**src/rtl/e3_rx_alarm_irq.sv**
```systemverilog
module e3_rx_alarm_irq #(
  parameter int ADDR_W = 8,
  parameter logic [ADDR_W-1:0] EN_A_ADDR = 'h12,
  parameter logic [ADDR_W-1:0] EN_B_ADDR = 'h13,
  parameter logic [ADDR_W-1:0] ST_A_ADDR = 'h14,
  parameter logic [ADDR_W-1:0] ST_B_ADDR = 'h15
) (
  input  logic              clk,
  input  logic              rst_n,
  input  logic              oof_i,
  input  logic              lof_i,
  input  logic              los_i,
  input  logic              ais_i,
  input  logic              realign_i,
  input  logic              realign_new_i,
  input  logic              frame_stb_i,
  input  logic              a_bit_i,
  input  logic              wr_en_i,
  input  logic              rd_en_i,
  input  logic [ADDR_W-1:0] addr_i,
  input  logic [7:0]        wdata_i,
  output logic [7:0]        rdata_o,
  output logic              irq_n_o
);
  localparam int NSRC = 5;

  logic [3:0]      lvl_q;
  logic            ferf_q;
  logic [NSRC-1:0] en_a_q, st_a_q;
  logic            en_b_q, st_b_q;
  logic [7:0]      rd_mux;

  wire [3:0]      lvl    = {oof_i, lof_i, los_i, ais_i};
  wire [NSRC-1:0] ev_a   = {realign_i & realign_new_i, lvl ^ lvl_q};
  wire            ev_b   = frame_stb_i & (a_bit_i ^ ferf_q);
  wire            rd_a   = rd_en_i && (addr_i == ST_A_ADDR);
  wire            rd_b   = rd_en_i && (addr_i == ST_B_ADDR);

  always_comb begin
    rd_mux = 8'h00;
    if (addr_i == EN_A_ADDR)      rd_mux[NSRC-1:0] = en_a_q;
    else if (addr_i == EN_B_ADDR) rd_mux[3]        = en_b_q;
    else if (addr_i == ST_A_ADDR) rd_mux[NSRC-1:0] = st_a_q;
    else if (addr_i == ST_B_ADDR) rd_mux[3]        = st_b_q;
  end

  always_ff @(posedge clk) begin
    if (!rst_n) begin
      lvl_q   <= '0;
      ferf_q  <= 1'b0;
      en_a_q  <= '0;
      en_b_q  <= 1'b0;
      st_a_q  <= '0;
      st_b_q  <= 1'b0;
      rdata_o <= 8'h00;
    end else begin
      lvl_q   <= lvl;
      if (frame_stb_i) ferf_q <= a_bit_i;
      if (wr_en_i && addr_i == EN_A_ADDR) en_a_q <= wdata_i[NSRC-1:0];
      if (wr_en_i && addr_i == EN_B_ADDR) en_b_q <= wdata_i[3];
      st_a_q  <= (rd_a ? '0 : st_a_q) | (ev_a & en_a_q);
      st_b_q  <= (rd_b ? 1'b0 : st_b_q) | (ev_b & en_b_q);
      rdata_o <= rd_en_i ? rd_mux : 8'h00;
    end
  end

  assign irq_n_o = ~(|st_a_q | st_b_q);
endmodule


```
**config.mk**
```make
export PLATFORM = sky130hd
export DESIGN_NAME = e3_rx_alarm_irq
export DESIGN_NICKNAME = d
export VERILOG_FILES = /design/src/rtl/e3_rx_alarm_irq.sv
export SDC_FILE = /design/constraint.sdc
export NUM_CORES = 1
export LEC_CHECK = 0
export BUFFER_PORTS_ARGS = -buffer_cell sky130_fd_sc_hd__buf_4
export CORE_MARGIN = 8
export CORE_UTILIZATION = 40
export CTS_CLUSTER_DIAMETER = 50
export CTS_CLUSTER_SIZE = 20
export DETAILED_ROUTE_END_ITERATION = 12
export PLACE_DENSITY = 0.68
export SLEW_MARGIN = 20
export SYNTH_ARGS = -nofsm -noshare
export SYNTH_HDL_FRONTEND = slang
export SYNTH_SLANG_ARGS = --single-unit
```
**constraint.sdc**
```tcl
create_clock -name clk -period 2.7 [get_ports clk]
set_input_delay 0.135 -clock clk [delete_from_list [all_inputs] [get_ports clk]]
set_output_delay 0.135 -clock clk [all_outputs]
set_load 0.02 [all_outputs]
```
==> impl_results.md <==
* Run status: completed
* DRT iter0 DRCs at 21
* Max-cap viol count at 0
* Total gr overflow at 0
* Endpoints failing setup at 0
* Clock latency on the worst-skew pair at 0.31 ns
* # DRC at 0
* Clock power frac at 38.8%
* # resized after CTS at 0
* Top cell type's share of synthesized area at 46.75%
* R2r setup slk at 1.82 ns
* Yosys cell types at 29
* Layout cell share with drive strength beyond 1 at 30.16%
* VDD IR max at 369.0 uV
* First-pass GRT wire length at 3.236 mm
* Drt total wl at 1.956 mm
* Cts bufs inserted at 3
* Synth async-reset ratio at 0%
* Synth warn at 0
* # rows at 17
* Most common flop cell mapped by yosys: dfxtp_1
* Starting Density at 42.59%
* Total Neg Setup Slack at 0 ns
* Worst setup endpoint: irq_n_o
* Clock sink count at 22
* WHS Path Cells at 2
* Sequential area share after synthesis at 46.75%
* Port Buffers at 30
* Critical path class: reg2out
* FF+latch count, synth at 22
* Crit start category: flip-flop
* Actual slew at the worst max-slew pin at 0.4981 ns
* PwrDens at 528.1 mW/mm^2
* Avg Cell Area, Syn at 9.713 um^2
* Setup bufs post-CTS at 0
* Reg2reg path depth at 3
* Final core occ at 54.98%
* Final Hold Vio Count at 0
* Net Sw Frac at 20.06%
* Largest net degree at the start of global routing at 26
* Initial antenna violation count at 0
* Sequential standard cell area at 440.4 um^2
* Mapped cell area at 942.2 um^2
* Worst Setup SP: st_a_q[2]
* CTS tree: done
* H-Tree Depth at 1
* Routed Antenna Nets at 0
* Total track usage at 9.537%
* Internal at 513.4 uW
* Sequential Power Share at 51.5%
* Reg-to-reg startpoint: st_a_q[3]
* Max_slew headroom at 66.65%
* Die area at 0.004164 mm^2
* Fillers at 208
* Area of the core at 0.002212 mm^2
* Critical Path RT at 2.57 ns
* Max Freq at 602.6 MHz
* WL per Instance at 12.70 um
* Final instance area at 0.001216 mm^2
* Commonest cells in the netlist: 22 x dfxtp_1, 17 x nand2_1, 7 x mux2i_1
* CP Max Fanout at 3
* Reg2reg end: rdata_o[3]
* IO Pins at 37
* Antenna cell count at 0
* Synth area leader: dfxtp_1
* Slew Viols, Final at 0
* TritonRoute pass-1 iters at 4
* Combinational fraction of design power at 9.8%
* Fin crit period at 1.659 ns
* RSZ-0062 raised after global routing: no
* Layout overhead on the synthesized area at 29.08%
* Vias in the first global route at 739
* Min-Delay Path Class: in2reg
* Vias at 762
* Clock Tree Root: clkbuf_4
* Nets at 155
* Final Cycle Share at 61.46%
* Final hold slack at 0.03510 ns
* Via density at 4.948
* Chip width at 64.53 um
* GPL Wtd Cong at 0.7343
* Footprint of the multi-input gates at 455.4 um^2
* Worst Clk Skew at 0.002460 ns
* Post-CTS Hold Buffers at 0
* EDFF count, synth at 0
* Clk slew on worst S/H paths at 0.12 ns
* Crit. End Element: primary output
* Detail Placement HPWL at 1.519 mm
* Max Buffers Root-to-Sink at 2
* Leak pwr at 0.4952 nW
* Die Ht at 64.53 um
* Placed Area at 0.001164 mm^2
* NetSw at 128.9 uW
* Synth area leaders: dfxtp_1 47%, mux2i_1 7.4%, nand2_1 6.8%
* Cells after Synth at 97
* CP arrival at 1.52 ns
* Count leader, synth: dfxtp_1
registers in the layout, indices dropped and copies added (netlist names):
name,count
rdata_o,5
st_b_q,1
en_b_q,1
st_a_q,5
lvl_q,4
en_a_q,5
ferf_q,1
power groups by stage:
| stage | clock network [mW] | registers, mW | logic, mW |
|---|---|---|---|
| final | 0.249 | 0.331 | 0.0627 |
| after global routing | 0.268 | 0.331 | 0.0682 |
| after CTS | 0.257 | 0.331 | 0.0631 |
| after detailed placement | 0 | 0.338 | 0.0628 |
| after global placement | 0 | 0.338 | 0.0611 |
| after floorplan | 0 | 0.338 | 0.0305 |
area by class of cell:
class,instances,area share (%)
repair buffers,30,18.52
multi-input cells,68,37.45
well taps,28,2.881
flip-flops and latches,22,36.21
inverters,2,0.6173
clock buffers,3,1.852
clock inverters,1,2.469
cells by family (layout without fill, tap and decap cells):
group / count (synthesis) / in the layout / synth area share (%)
DFF: 22 / 22 / 46.75
and+or+nand+nor: 39 / 39 / 24.17
muxes: 8 / 8 / 8.632
xor gates and xnor gates: 5 / 5 / 4.648
AOI/OAI and AO/OA: 13 / 13 / 9.695
other: 1 / 3 / 0.3980
buffers and inverters: 9 / 36 / 5.710
worst min path at each step:
| stage | from | to | slack, ns |
|---|---|---|---|
| after floorplan | ais_i | lvl_q[0] | 0.26 |
| after global placement | los_i | lvl_q[1] | 0.36 |
| after detailed placement | oof_i | lvl_q[3] | 0.36 |
| after CTS | lof_i | lvl_q[2] | 0.03 |
| after global routing | oof_i | lvl_q[3] | 0.01 |
| final | ais_i | lvl_q[0] | 0.04 |
worst max-delay path, stage by stage, from the launching register on:
cell	delay, ns
dfxtp_1	0.34
or4_1	0.53
nor3_1	0.17
buf_4	0.17
layout by cell type (no fill, tap or decap), drive strengths merged:
master	instances
a22oi	4
mux2	1
conb	3
a41o	1
nor4b	1
nor3b	2
nand3	2
and4	2
o22ai	4
or4	1
a21boi	1
and2	4
xor2	1
inv	2
nand4	3
nor2b	1
clkbuf	3
o21ai	2
nor2	5
buf	30
nand2	17
nor3	1
dfxtp	22
bufinv	1
a221oi	1
xnor2	4
mux2i	7
per-stage QoR:
stage	instances	total power, mW	setup slack [ns]
finish	154	0.6423	1.041
global placement	150	0.3990	1.333
detailed placement	150	0.4008	1.328
floorplan	99	0.3682	1.297
global route	154	0.6675	0.9537
CTS	154	0.6504	1.009
layer usage:
metal / up-vias / GRT usage (%) / wire (um)
li1: 391 / - / -
met1: 343 / 10.33 / 863
met2: 28 / 15.78 / 911
met3: 0 / 5.498 / 181
met4: 0 / 2.180 / 0
met5: - / 0 / 0
No activity file was read; power rests on OpenSTA's default activity.
